$ cat src/rtl/seq_pkg.sv
package seq_pkg;
  localparam int AW = 16;
  localparam int DW = 8;
  localparam int CYC_W = 32;
  localparam int MAX_BUSY = 6;

  localparam int FLAG_I = 2;
  localparam int FLAG_B = 4;
  localparam int FLAG_U = 5;

  typedef enum logic [2:0] {
    CAUSE_NMI, CAUSE_IRQ, CAUSE_BRK, CAUSE_RTI, CAUSE_RTS
  } cause_e;

  typedef enum logic [1:0] {
    ADR_PUSH, ADR_POP, ADR_VLO, ADR_VHI
  } adrSel_e;

  typedef enum logic [1:0] {
    WR_PCH, WR_PCL, WR_ST
  } wrSel_e;

  typedef struct packed {
    cause_e  cause;
    adrSel_e adrSel;
    wrSel_e  wrSel;
    logic    memWe;
    logic    spDec;
    logic    spInc;
    logic    enterSt;
    logic    loadSt;
    logic    loadLo;
    logic    loadPc;
    logic    pcSkip;
    logic    addCyc;
  } strobe_t;
endpackage

$ cat src/rtl/seq_ctrl.sv
module seq_ctrl
  import seq_pkg::*;
(
  input  logic    clk,
  input  logic    rstN,
  input  logic    irqLevel,
  input  logic    nmiReq,
  input  logic    brkReq,
  input  logic    rtiReq,
  input  logic    rtsReq,
  input  logic    statusI,
  output strobe_t strobe,
  output logic    busy,
  output logic    done
);
  typedef enum logic [3:0] {
    ST_IDLE, ST_PUSH_HI, ST_PUSH_LO, ST_PUSH_ST, ST_VEC_LO, ST_VEC_HI,
    ST_VEC_END, ST_POP_ST, ST_POP_LO, ST_POP_HI, ST_POP_END
  } state_e;

  state_e state, stateNext;
  cause_e cause, causeNext;
  logic   nmiPrev, nmiPend, acceptNmi;
  logic   nmiRise, nmiWant;

  assign nmiRise = nmiReq & ~nmiPrev;
  assign nmiWant = nmiPend | nmiRise;
  assign busy    = (state != ST_IDLE);

  always_comb begin
    strobe       = '0;
    strobe.cause = cause;
    stateNext    = state;
    causeNext    = cause;
    acceptNmi    = 1'b0;
    case (state)
      ST_IDLE: begin
        if (nmiWant) begin
          causeNext = CAUSE_NMI;
          acceptNmi = 1'b1;
          stateNext = ST_PUSH_HI;
        end else if (irqLevel && !statusI) begin
          causeNext = CAUSE_IRQ;
          stateNext = ST_PUSH_HI;
        end else if (brkReq) begin
          causeNext     = CAUSE_BRK;
          strobe.pcSkip = 1'b1;
          stateNext     = ST_PUSH_HI;
        end else if (rtiReq) begin
          causeNext = CAUSE_RTI;
          stateNext = ST_POP_ST;
        end else if (rtsReq) begin
          causeNext = CAUSE_RTS;
          stateNext = ST_POP_LO;
        end
      end
      ST_PUSH_HI: begin
        strobe.adrSel = ADR_PUSH;
        strobe.wrSel  = WR_PCH;
        strobe.memWe  = 1'b1;
        strobe.spDec  = 1'b1;
        stateNext     = ST_PUSH_LO;
      end
      ST_PUSH_LO: begin
        strobe.adrSel = ADR_PUSH;
        strobe.wrSel  = WR_PCL;
        strobe.memWe  = 1'b1;
        strobe.spDec  = 1'b1;
        stateNext     = ST_PUSH_ST;
      end
      ST_PUSH_ST: begin
        strobe.adrSel  = ADR_PUSH;
        strobe.wrSel   = WR_ST;
        strobe.memWe   = 1'b1;
        strobe.spDec   = 1'b1;
        strobe.enterSt = 1'b1;
        stateNext      = ST_VEC_LO;
      end
      ST_VEC_LO: begin
        strobe.adrSel = ADR_VLO;
        stateNext     = ST_VEC_HI;
      end
      ST_VEC_HI: begin
        strobe.adrSel = ADR_VHI;
        strobe.loadLo = 1'b1;
        stateNext     = ST_VEC_END;
      end
      ST_VEC_END: begin
        strobe.loadPc = 1'b1;
        strobe.addCyc = 1'b1;
        stateNext     = ST_IDLE;
      end
      ST_POP_ST: begin
        strobe.adrSel = ADR_POP;
        strobe.spInc  = 1'b1;
        stateNext     = ST_POP_LO;
      end
      ST_POP_LO: begin
        strobe.adrSel = ADR_POP;
        strobe.spInc  = 1'b1;
        strobe.loadSt = (cause == CAUSE_RTI);
        stateNext     = ST_POP_HI;
      end
      ST_POP_HI: begin
        strobe.adrSel = ADR_POP;
        strobe.spInc  = 1'b1;
        strobe.loadLo = 1'b1;
        stateNext     = ST_POP_END;
      end
      ST_POP_END: begin
        strobe.loadPc = 1'b1;
        stateNext     = ST_IDLE;
      end
      default: stateNext = ST_IDLE;
    endcase
  end

  always_ff @(posedge clk or negedge rstN) begin
    if (!rstN) begin
      state   <= ST_IDLE;
      cause   <= CAUSE_IRQ;
      nmiPrev <= 1'b0;
      nmiPend <= 1'b0;
      done    <= 1'b0;
    end else begin
      state   <= stateNext;
      cause   <= causeNext;
      nmiPrev <= nmiReq;
      nmiPend <= nmiWant & ~acceptNmi;
      done    <= (state == ST_VEC_END) || (state == ST_POP_END);
    end
  end
endmodule

$ cat src/rtl/seq_datapath.sv
module seq_datapath
  import seq_pkg::*;
#(
  parameter logic [AW-1:0] START_PC     = 16'h8000,
  parameter logic [AW-1:0] NMI_VEC      = 16'hFFFA,
  parameter logic [AW-1:0] IRQ_VEC      = 16'hFFFE,
  parameter logic [DW-1:0] STACK_PAGE   = 8'h01,
  parameter int            ENTRY_CYCLES = 7
) (
  input  logic             clk,
  input  logic             rstN,
  input  strobe_t          strobe,
  input  logic [DW-1:0]    memRdata,
  output logic [AW-1:0]    memAddr,
  output logic [DW-1:0]    memWdata,
  output logic             memWe,
  output logic [AW-1:0]    pc,
  output logic [DW-1:0]    sp,
  output logic [DW-1:0]    st,
  output logic [CYC_W-1:0] cyc
);
  localparam logic [DW-1:0] MASK_B = DW'(1) << FLAG_B;
  localparam logic [DW-1:0] MASK_U = DW'(1) << FLAG_U;
  localparam logic [DW-1:0] MASK_I = DW'(1) << FLAG_I;

  logic [DW-1:0] lo;
  logic [DW-1:0] spNext;
  logic [DW-1:0] entryBase;
  logic [AW-1:0] vec;
  logic          isBrk, isRts;

  assign isBrk     = (strobe.cause == CAUSE_BRK);
  assign isRts     = (strobe.cause == CAUSE_RTS);
  assign spNext    = sp + DW'(1);
  assign vec       = (strobe.cause == CAUSE_NMI) ? NMI_VEC : IRQ_VEC;
  assign entryBase = isBrk ? (st | MASK_B) : (st & ~MASK_B);
  assign memWe     = strobe.memWe;

  always_comb begin
    case (strobe.adrSel)
      ADR_PUSH: memAddr = {STACK_PAGE, sp};
      ADR_POP:  memAddr = {STACK_PAGE, spNext};
      ADR_VLO:  memAddr = vec;
      default:  memAddr = vec + AW'(1);
    endcase
    case (strobe.wrSel)
      WR_PCH:  memWdata = pc[AW-1:DW];
      WR_PCL:  memWdata = pc[DW-1:0];
      default: memWdata = entryBase | MASK_U;
    endcase
  end

  always_ff @(posedge clk or negedge rstN) begin
    if (!rstN) begin
      pc  <= START_PC;
      sp  <= '1;
      st  <= MASK_B | MASK_U;
      lo  <= '0;
      cyc <= '0;
    end else begin
      if (strobe.pcSkip)
        pc <= pc + AW'(2);
      else if (strobe.loadPc)
        pc <= {memRdata, lo} + AW'(isRts);
      if (strobe.spDec)
        sp <= sp - DW'(1);
      else if (strobe.spInc)
        sp <= spNext;
      if (strobe.enterSt)
        st <= entryBase | MASK_I;
      else if (strobe.loadSt)
        st <= memRdata | MASK_B | MASK_U;
      if (strobe.loadLo)
        lo <= memRdata;
      if (strobe.addCyc)
        cyc <= cyc + CYC_W'(ENTRY_CYCLES);
    end
  end
endmodule

$ cat src/rtl/int_stack_seq.sv
module int_stack_seq
  import seq_pkg::*;
#(
  parameter logic [AW-1:0] START_PC     = 16'h8000,
  parameter logic [AW-1:0] NMI_VEC      = 16'hFFFA,
  parameter logic [AW-1:0] IRQ_VEC      = 16'hFFFE,
  parameter logic [DW-1:0] STACK_PAGE   = 8'h01,
  parameter int            ENTRY_CYCLES = 7
) (
  input  logic             clk,
  input  logic             rstN,
  input  logic             irqLevel,
  input  logic             nmiReq,
  input  logic             brkReq,
  input  logic             rtiReq,
  input  logic             rtsReq,
  output logic [AW-1:0]    memAddr,
  output logic [DW-1:0]    memWdata,
  output logic             memWe,
  input  logic [DW-1:0]    memRdata,
  output logic             busy,
  output logic             done,
  output logic [AW-1:0]    pcOut,
  output logic [DW-1:0]    spOut,
  output logic [DW-1:0]    statusOut,
  output logic [CYC_W-1:0] cycleCount
);
  strobe_t strobe;

  seq_ctrl u_ctrl (
    .clk      (clk),
    .rstN     (rstN),
    .irqLevel (irqLevel),
    .nmiReq   (nmiReq),
    .brkReq   (brkReq),
    .rtiReq   (rtiReq),
    .rtsReq   (rtsReq),
    .statusI  (statusOut[FLAG_I]),
    .strobe   (strobe),
    .busy     (busy),
    .done     (done)
  );

  seq_datapath #(
    .START_PC     (START_PC),
    .NMI_VEC      (NMI_VEC),
    .IRQ_VEC      (IRQ_VEC),
    .STACK_PAGE   (STACK_PAGE),
    .ENTRY_CYCLES (ENTRY_CYCLES)
  ) u_dp (
    .clk      (clk),
    .rstN     (rstN),
    .strobe   (strobe),
    .memRdata (memRdata),
    .memAddr  (memAddr),
    .memWdata (memWdata),
    .memWe    (memWe),
    .pc       (pcOut),
    .sp       (spOut),
    .st       (statusOut),
    .cyc      (cycleCount)
  );
endmodule

$ cat config.mk
export PLATFORM = sky130hd
export DESIGN_NAME = int_stack_seq
export DESIGN_NICKNAME = d
export VERILOG_FILES = /design/src/rtl/seq_pkg.sv /design/src/rtl/seq_ctrl.sv /design/src/rtl/seq_datapath.sv /design/src/rtl/int_stack_seq.sv
export SDC_FILE = /design/constraint.sdc
export NUM_CORES = 1
export LEC_CHECK = 0
export ABC_CLOCK_PERIOD_IN_PS = 5300
export BUFFER_PORTS_ARGS = -buffer_cell sky130_fd_sc_hd__buf_2
export CAP_MARGIN = 10
export CORE_ASPECT_RATIO = 1.25
export CORE_MARGIN = 2
export CORE_UTILIZATION = 50
export DETAILED_ROUTE_END_ITERATION = 10
export PLACE_DENSITY = 0.73
export SETUP_SLACK_MARGIN = 0.3
export SLEW_MARGIN = 20
export SYNTH_ARGS = -nofsm -noshare
export SYNTH_HDL_FRONTEND = slang
export SYNTH_SLANG_ARGS = --single-unit
$ cat constraint.sdc
create_clock -name clk -period 5.3 [get_ports clk]
set_input_delay 0.53 -clock clk [delete_from_list [all_inputs] [get_ports clk]]
set_output_delay 0.53 -clock clk [all_outputs]
set_load 0.02 [all_outputs]
==> results.md, run 1 <==
- CP delay by family, top: flip-flops
- Slowest stage delay, CP: 0.93 ns
- DIE AREA: about 0.010 mm2
- Via count: between 3k and 4k
- Post-CTS Setup Repair Bufs: 0
- GRT busiest layer: met2
- Ys Warns: 0
- GRT Overall Usage: 23.0%
- Maximum vdd drop: 0.324 mV
- Final hold violations: 0
- Die height: 111 um
- Share of layout cells above drive strength 1: about 28%
- Worst hold slack: ~0.25 ns
- Clock network power share: a little under a fifth
- Total CTS buffers: 9
- Cell taking the most area after synthesis: dfrtp_1
- Die W: 89.7 um
- Fin crit period: about 3.2 ns
- CP endpoint kind: output port
- Crit path required time: between 4 and 5 ns
- R2R depth: 6
- Pint: about 0.0017 W
- Crit Path Class: reg2out
- DR WL/cell: 15.7 um
- Worst r2r dst: u_dp.pc[4]
- Drc violations: 0
- Worst slew margin: between 30 and 40%
- Num rows: 39
- Worst-path clk slew: 0.06 ns
- CP startpoint kind: flop
- CTS tree: done
- Top cells by count, synth: 70 x dfrtp_1, 53 x nand2_1, 39 x xnor2_1
- CP Data Arrival Time: 2.63 ns
- Pre-CTS setup slack: about 2.4 ns
- GRT met1 Usage: 29.7%
- Net Sw Power: 0.00147 W
- # H-tree levels: 3
- Fin nets: approximately 590
- Xor and xnor area share after synthesis: 10.3%
- RePlAce Congestion: 0.924
- Switching share of total power: 45.9%
- Max-cap check violation count: 0
- Crit path top cell by count: nand2_1
- Adder-cell area share of the yosys netlist: between 1.5 and 2%
- Setup slack, reg-to-reg: 2.36 ns
- Share of the synthesized area in the top cell type: about two fifths
- Post-CTS Resized: 0
- Sequential share of the synthesized area: 45.1%
- Critical-path top delay cell: dfrtp_1
- Final worst slack: 2.14 ns
- Logic pwr share: between 40 and 50%
- Netlist cell types: 60
- Ys flop type: dfrtp_1
- EDFF count, synth: 0
- Routed wire length: approximately 11000 um
- Final setup vio count: 0
- First-pass GRT wire length: around 18000 um
- Syn_nets: about 500
- Drt via density: about 5.6
- Antenna Nets Post-Route: 0
- Initial Utilization: 50.8%
- Final Instance Area: 0.00541 mm2
- Worst Tran Pin Value: 0.985 ns
- RSZ-0062 raised after global routing: no
- CTS root buffer: clkbuf_16
- PwrDens: 592 mW/mm2
- Fin Setup TNS: 0 ns
- LEAKAGE: 2.51 nW
- PortBufs: 104
- Most frequent cell after synthesis: dfrtp_1
- Ports: 106
- Fmax achieved: 316 MHz
- Placed Area: 0.00513 mm2
- FF-to-FF Start: u_ctrl.state[0]
- Period utilization: 59.7%
- Seq cells post-synth: 82
- Initial DRC Count: 174
- Largest net degree at the start of global routing: 83
- Clock Latency Late Sink: approximately 0.34 ns
- Area Overhead vs Synth: 17.9%
- Synth area leaders: dfrtp_1 38%, xnor2_1 7.4%, dfstp_2 6.9%
- Initial antenna violation count: 0
- Post-synthesis async set-or-reset flop share: 100%
- Max Slew Vio Count: 0
- CTS hold repair buffers: 0
- Mux contribution to synthesized area: 4.45%
- Synthesized area: 0.00459 mm2
- Class of the tightest hold or removal check: in2async
- Met2 Resource Use GR: 37.2%
- Clk buf depth: 2
- M3 GR Usage: 4.69%
- Number of global-route vias before repair: 3690
- Ant. Diodes: 0
- Placed Cells: 680
- Drt first pass iters: 4
- Final Skew: 0.00960 ns
- Layout Cells excl Fill: 695
- Post-synthesis compound-gate area fraction: 11.5%
- Status: finished, final reports clean
- Crit path buffers/inverters: 1
- GR Overflow Total: 0
- Largest family of logic cells by synthesized area: simple AND/OR/NAND/NOR gates
- CP max FO: 21
- Clk sinks: 82
- Synth Area in Simple Gates: roughly 22%
- Cells after Synth: between 400 and 500
- Flop pwr share: 36.6%
- Core area: 0.00903 mm2
- Post-DP HPWL: 8090 um
- Avg Cell Area, Syn: 9.60 um2
- CP Cell Sequence: nand2_1 -> o22ai_1 -> nand4_1 -> xor2_1 -> nand2_1 -> buf_2
worst max path at each step:
stage                                from         end  slack, ns  cells past startpoint
after floorplan                u_dp.sp[2]  memAddr[7]       2.98                      6
after global placement    u_ctrl.state[0]  u_dp.pc[4]       2.54                      6
after detailed placement  u_ctrl.state[0]  u_dp.pc[4]       2.37                      6
after CTS                 u_ctrl.state[0]  memAddr[5]       2.11                      6
after global routing      u_ctrl.state[0]  memAddr[5]       1.91                      6
final                     u_ctrl.state[0]  memAddr[5]       2.14                      6
metrics by stage:
stage | utilization, % | power (W)
CTS | 59.9 | 0.00321
detailed placement | 56.8 | 0.00262
global placement | 56.8 | 0.00258
global route | 59.9 | 0.00342
finish | 59.9 | 0.00320
floorplan | - | 0.00218
placed cells by master (no fill, tap or decap), drive strengths merged, types with 5 or more instances in the layout:
master and n:
o21ai 13, nand4 14, nor4 5, o211ai 10
mux2i 8, ha 6, nand2 53, mux2 11
a21oi 22, nor2 34, or2 5, nor3 13
dfstp 12, inv 20, xor2 15, and3 16
and2 6, nand3 22, nand2b 7, buf 104
dfrtp 70, xnor2 39, clkbuf 10
flip-flops by register name, summed over array words and instances (netlist names):
register and count:
u_dp.st 8, u_ctrl.state 4, u_dp.cyc 32, u_ctrl.done 1
u_dp.pc 16, u_dp.sp 8, u_ctrl.nmiPrev 1, u_dp.lo 8
u_ctrl.cause 3, u_ctrl.nmiPend 1
kinds of logic after synthesis:
logic type,count (synthesis)
xor+xnor,54
flops,82
other cells,1
compound gates,78
simple gates,193
mux,19
fa+ha+maj,6
buf+inv,45
routing by layer:
metal  vias up  part of all wire (%)
met5         -                     0
met4         0                   2.6
met3        20                   5.6
met2       128                    49
met1      1887                    42
li1       1864                     -
cell type report:
cell class,instances,area (um2)
clock inverters,5,38.8
inverters,20,77.6
flip-flops and latches,82,2070
repair buffers,104,527
multi-input cells,351,2310
fillers,809,3620
well taps,123,154
clock buffers,10,239
power groups by stage:
stage          clock, W  sequential, W  combinational, W
2_1_floorplan         0        0.00119          0.000990
3_3_place_gp          0        0.00116           0.00142
3_5_place_dp          0        0.00118           0.00145
4_1_cts        0.000596        0.00117           0.00145
5_1_grt        0.000624        0.00122           0.00158
6_report       0.000589        0.00117           0.00144
worst register-to-register path, stage by stage, from the launching register on:
cell	delay, ns
dfrtp_1	0.93
nor2b_1	0.21
nand2_1	0.35
clkinv_1	0.53
a21oi_2	0.46
a21oi_1	0.09
o221a_2	0.26
Power figures use the tool's default switching activity.
==> inputs of run 2 (changes only) <==
Settings changed: ABC_CLOCK_PERIOD_IN_PS 5300 to 3200.
Clock period 5.3 ns to 3.2 ns, I/O delays scaled along.
==> results.md, run 2 (synthesis gave the netlist of run 1 again) <==
- Status: finished, final reports clean
- Placed Area: 0.00516 mm2 (+0.59%)
- Ant. Diodes: 0 (unchanged)
- PortBufs: 104 (unchanged)
- CP delay by family, top: flip-flops
- Logic pwr share: 44.8% (-0.2 points)
- Pwr Total: 0.00546 W (+71%)
- Drt via density: 5.53 (-1.4%)
- Pre-CTS setup slack: 0.776 ns (-1.59 ns)
- Fin crit period: 2.55 ns
- Post-CTS Setup Repair Bufs: 0 (unchanged)
- Antenna Nets Post-Route: 0 (unchanged)
- Class of the tightest hold or removal check: in2async
- Via count: 3874 (-0.64%)
- Drt first pass iters: 4 (unchanged)
- Final hold violations: 0 (unchanged)
- Ports: 106 (unchanged)
- Die height: 111 um (unchanged)
- Total CTS buffers: 9 (unchanged)
- Max Slew Vio Count: 0 (unchanged)
- Slowest stage delay, CP: 0.73 ns (-0.20 ns)
- # H-tree levels: 3 (unchanged)
- Worst slew margin: 51.0% (+17 points)
- Biggest regs: u_dp.cyc: 32 flops, u_dp.pc: 16 flops
- GR Overflow Total: 0 (unchanged)
- Clk buf depth: 2 (unchanged)
- Initial DRC Count: 176 (+1.1%)
- CP Data Arrival Time: 2.23 ns (-0.40 ns)
- Fin nets: 593 (+0.68%)
- Max-cap check violation count: 0 (unchanged)
- Largest net degree at the start of global routing: 83 (unchanged)
- Crit path required time: 2.88 ns (-1.89 ns)
- RePlAce Congestion: 0.847 (-8.4%)
- Crit path top cell by count: nand2_1
- Initial antenna violation count: 0 (unchanged)
- CP max FO: 20 (-4.8%)
- Clock network power share: 20.4% (+2.0 points)
- Crit path buffers/inverters: 1 (unchanged)
- FF-to-FF Start: u_ctrl.state[1]
- Final setup vio count: 0 (unchanged)
- CTS hold repair buffers: 0 (unchanged)
- CP Depth: 6 (unchanged)
- DR WL/cell: 15.3 um (-2.5%)
- Crit Path Class: reg2out
- Most frequent cells in the layout: 103 x buf_2, 70 x dfrtp_1, 53 x nand2_1, 39 x xnor2_1, 34 x nor2_1
- Share of layout cells above drive strength 1: 28.8% (+0.62 points)
- Maximum vdd drop: 0.427 mV (+32%)
- Num rows: 39 (unchanged)
- Clock Latency Late Sink: 0.34 ns (about the same)
- LEAKAGE: 2.55 nW (+1.8%)
- Flop pwr share: 34.9% (-1.7 points)
- Initial Utilization: 50.8% (unchanged)
- Largest register by flop count: u_dp.cyc
- Number of global-route vias before repair: 3604 (-2.3%)
- Max FFs per register: 32 (unchanged)
- Final Instance Area: 0.00549 mm2 (+1.5%)
- CP Cell Sequence: nand2_1 -> o22ai_2 -> and2_1 -> xnor2_1 -> nand2_1 -> buf_2
- Switching share of total power: 44.5% (-1.4 points)
- Drc violations: 0 (unchanged)
- Area Overhead vs Synth: 19.7%
- Setup slack, reg-to-reg: 0.76 ns (-1.60 ns)
- Routed wire length: 10700 um (-1.8%)
- RSZ-0062 raised after global routing: no
- Final worst slack: 0.652 ns (-1.48 ns)
- Pint: 0.00303 W (+75%)
- GRT Overall Usage: 22.5% (-0.53 points)
- PwrDens: 995 mW/mm2 (+68%)
- Worst-path clk slew: 0.06 ns (about the same)
- Clk sinks: 82 (unchanged)
- CP endpoint kind: output port
- Post-DP HPWL: 8070 um (-0.21%)
- Die W: 89.7 um (unchanged)
- Final Skew: 0.00656 ns (-0.00303 ns)
- Fmax achieved: 392 MHz
- Post-CTS Resized: 0 (unchanged)
- Net Sw Power: 0.00243 W (+66%)
- Core area: 0.00903 mm2 (unchanged)
- CTS tree: done
- CTS root buffer: clkbuf_16
- First-pass GRT wire length: 17500 um (-2.3%)
- Most common cell after layout, fill and taps aside: buf_2
- R2R depth: 5 (-1)
- Fin Setup TNS: 0 ns (unchanged)
- DIE AREA: 0.00996 mm2 (unchanged)
- Period utilization: 79.6%
- CP startpoint kind: flop
- Critical-path top delay cell: dfrtp_1
- Crit path launch: u_ctrl.state[1]
- Worst Tran Pin Value: 0.736 ns (-0.249 ns)
[run 2: cell count changes in the layout (fill, tap and decap cells not counted), sizes merged]
cell / delta
clkinv: +1
buf: +4
inv: -1
bufinv: +2
clkinvlp: -1
[run 2: final cells by class]
| type | instances | area, um2 |
|---|---|---|
| well taps | 123 | 154 |
| flip-flops and latches | 82 | 2070 |
| inverters | 20 | 77.6 |
| clock buffers | 10 | 229 |
| multi-input cells | 351 | 2310 |
| repair buffers | 108 | 557 |
| clock inverters | 6 | 91.3 |
| fillers | 804 | 3540 |
[run 2: path summary, 6_finish.rpt]
kind	end
max	memAddr[3]
min	u_dp.cyc[9]
max reg2reg	u_dp.cyc[26]
min reg2reg	u_dp.cyc[31]
max in group asynchronous	u_dp.lo[7]
min in group clk	u_ctrl.nmiPrev
[run 2: metal layers]
layer | GRT usage, % | part of all wire [%] | vias up
met5 | 0 | 0 | -
met3 | 4.02 | 5.3 | 18
met4 | 9.25 | 2.3 | 0
li1 | - | - | 1878
met2 | 36.3 | 50 | 116
met1 | 29.1 | 43 | 1862
[run 2: power groups by stage]
stage / Clock, W / Sequential, W / Combinational [W]
2_1_floorplan: 0 / 0.00198 / 0.00164
3_3_place_gp: 0 / 0.00190 / 0.00243
3_5_place_dp: 0 / 0.00191 / 0.00246
4_1_cts: 0.00113 / 0.00190 / 0.00247
5_1_grt: 0.00118 / 0.00197 / 0.00267
6_report: 0.00111 / 0.00190 / 0.00245
[run 2: worst register-to-register path: stages, from the launching register on]
cell and delay, ns:
dfrtp_1 0.73, and4bb_2 0.47, nand2_1 0.15, nor4_1 0.66, nand3_1 0.18, xnor2_1 0.15
[run 2: metrics by stage]
step	cells	hold WS (ns)	util [%]
after CTS	700	0.0901	60.7
after global placement	684	0.442	57.1
after floorplan	478	0.0244	-
after global routing	700	0.0911	60.8
after detailed placement	684	0.442	57.1
final	700	0.0327	60.8
==> inputs of run 3 (changes only) <==
Settings changed: ABC_CLOCK_PERIOD_IN_PS 3200 to 2600.
Clock period 3.2 ns to 2.6 ns, I/O delays scaled along.
==> results.md, run 3 (synthesis gave the netlist of run 1 again) <==
- Most common cell after layout, fill and taps aside: buf_2
- Clk sinks: 82 (unchanged)
- Largest net degree at the start of global routing: 52 (-37%)
- Ant. Diodes: 0 (unchanged)
- GRT met1 Usage: 30.5% (+1.4 points)
- Setup slack, reg-to-reg: 0.48 ns (-0.28 ns)
- Worst Tran Pin Value: 0.516 ns (-0.219 ns)
- PwrDens: 1230 mW/mm2 (+23%)
- # H-tree levels: 3 (unchanged)
- Final setup vio count: 0 (unchanged)
- Drt first pass iters: 4 (unchanged)
- Clock network power share: 19.1% (-1.3 points)
- CP endpoint kind: output port
- GRT busiest layer: met2
- Max Slew Vio Count: 0 (unchanged)
- Cells on Worst Hold Path: 1
- Clk buf depth: 2 (unchanged)
- Flop pwr share: 32.5% (-2.4 points)
- R2R depth: 8 (+3)
- Maximum vdd drop: 0.549 mV (+29%)
- Status: finished, final reports clean
- Switching share of total power: 44.5% (about the same)
- Pint: 0.00388 W (+28%)
- GRT Overall Usage: 23.9% (+1.4 points)
- Via count: 4049 (+4.5%)
- Worst slew margin: 65.3% (+14 points)
- Final Skew: 0.00728 ns (+0.000715 ns)
- Fin Setup TNS: 0 ns (unchanged)
- Max-cap check violation count: 0 (unchanged)
- Fin crit period: about 2.2 ns
- RePlAce Congestion: 0.905 (+6.9%)
- CP Data Arrival Time: 1.94 ns (-0.29 ns)
- Initial DRC Count: 212 (+20%)
- Largest register by flop count: u_dp.cyc
- Most frequent cells in the layout: 103 x buf_2, 67 x dfrtp_1, 53 x nand2_1, 39 x xnor2_1, 34 x nor2_1
- Fin nets: 616 (+3.9%)
- Die W: 89.7 um (unchanged)
- Layout Cells excl Fill: 723 (+3.3%)
- DIE AREA: 0.00996 mm2 (unchanged)
- Net Sw Power: 0.00311 W (+28%)
- Initial antenna violation count: 0 (unchanged)
- Crit Path Class: reg2out
- Routed wire length: 11500 um (+7.1%)
- First-pass GRT wire length: 18400 um (+5.2%)
- PortBufs: 104 (unchanged)
- Max FFs per register: 32 (unchanged)
- CTS root buffer: clkbuf_16
- Post-DP HPWL: 8460 um (+4.8%)
- Drt via density: 5.60 (+1.2%)
- M3 GR Usage: 4.91% (+0.89 points)
- Core area: 0.00903 mm2 (unchanged)
- Ports: 106 (unchanged)
- Total CTS buffers: 9 (unchanged)
- Initial Utilization: 50.8% (unchanged)
- Placed Cells: 692 (+1.2%)
- Logic pwr share: 48.3% (+3.5 points)
- Die height: 111 um (unchanged)
- Antenna Nets Post-Route: 0 (unchanged)
- Worst Hold Path EP: u_ctrl.nmiPrev
- RSZ-0062 raised after global routing: yes
- Period utilization: 84.7%
- CP max FO: 9 (-55%)
- Class of the tightest hold or removal check: in2reg
- Num rows: 39 (unchanged)
- FF-to-FF Start: u_ctrl.cause[1]
- Drc violations: 0 (unchanged)
- Fmax achieved: 454 MHz
- Number of global-route vias before repair: 3783 (+5.0%)
- Met2 Resource Use GR: 38.1% (+1.8 points)
- Clock Latency Late Sink: 0.35 ns (about the same)
- LEAKAGE: 2.69 nW (+5.6%)
- Share of layout cells above drive strength 1: 32.3% (+3.6 points)
- Worst-path clk slew: 0.06 ns (about the same)
- Biggest regs: u_dp.cyc: 32 flops, u_dp.pc: 16 flops
- CTS tree: done
- Crit path required time: 2.34 ns (-0.54 ns)
- DR WL/cell: 15.9 um (+3.7%)
- Worst hold start: nmiReq
- CP startpoint kind: flop
- Area Overhead vs Synth: 24.4%
- Final hold violations: 0 (unchanged)
- Worst r2r dst: u_dp.pc[14]
- Pre-CTS setup slack: 0.370 ns (-0.406 ns)
- Final worst slack: 0.397 ns (-0.255 ns)
- GR Overflow Total: 0 (unchanged)
-- run 3: changes by cell type in the layout (fill, tap and decap cells not counted), sizes merged --
cell	delta
clkinvlp	+2
clkinv	-4
bufinv	-1
dlymetal6s2s	+1
dlygate4sd3	+1
inv	+3
buf	+21
-- run 3: power by group through the flow --
| stage | registers (W) | clock network [W] | logic, W |
|---|---|---|---|
| finish | 0.00227 | 0.00134 | 0.00338 |
| global route | 0.00233 | 0.00142 | 0.00369 |
| global placement | 0.00228 | 0 | 0.00309 |
| detailed placement | 0.00231 | 0 | 0.00314 |
| CTS | 0.00230 | 0.00137 | 0.00316 |
| floorplan | 0.00243 | 0 | 0.00202 |
-- run 3: worst max-delay path by stage --
stage               startpoint     endpoint  slack, ns  depth (start not counted)
2_1_floorplan  u_ctrl.state[3]  u_dp.pc[11]       0.45                          7
3_3_place_gp   u_ctrl.cause[1]  u_dp.pc[13]       0.47                          7
3_5_place_dp   u_ctrl.cause[1]  u_dp.pc[13]       0.37                          7
4_1_cts        u_ctrl.state[2]   memAddr[3]       0.30                          7
5_1_grt        u_ctrl.cause[1]  u_dp.pc[13]       0.25                          7
6_report       u_ctrl.state[2]   memAddr[6]       0.40                          8
-- run 3: timing repair --
action / 4_1_cts / 5_1_grt
endpoints found under the hold margin: 22 / 0
gates cloned: 0 / 0
setup endpoints to repair: 12 / 25
setup buffers: 0 / 14
pin swaps: 0 / 0
resized for setup: 3 / 10
hold buffers: 1 / 0
-- run 3: area by class of cell --
type                    instances  area (um2)
inverters                      20        77.6
repair buffers                131         762
clock inverters                 6        71.3
well taps                     123         154
flip-flops and latches         82        2070
fillers                       772        3320
clock buffers                  10         239
multi-input cells             351        2330
-- run 3: critical path, cell delays in order, from the launching register on --
cell and delay [ns]:
dfrtp_2 0.47, buf_4 0.16, nand2b_2 0.10, o22ai_1 0.13, buf_4 0.18, nand4_1 0.16
xor2_1 0.18, nand2_1 0.07, buf_2 0.16
-- run 3: metrics by stage --
step                hold slack, ns  util, %  power (W)  instance area (um2)
floorplan                  -0.0356        -    0.00445                 4590
global placement             0.233     57.9    0.00537                 5230
detailed placement           0.238     57.9    0.00545                 5230
CTS                         0.0194     61.6    0.00683                 5560
global route                0.0321     63.2    0.00744                 5700
finish                      0.0360     63.2    0.00699                 5700
-- run 3: layer usage --
metal / vias up / wire length [um]
met3: 26 / 649
li1: 1914 / -
met1: 1974 / 4700
met2: 135 / 5840
met4: 0 / 316
met5: - / 0
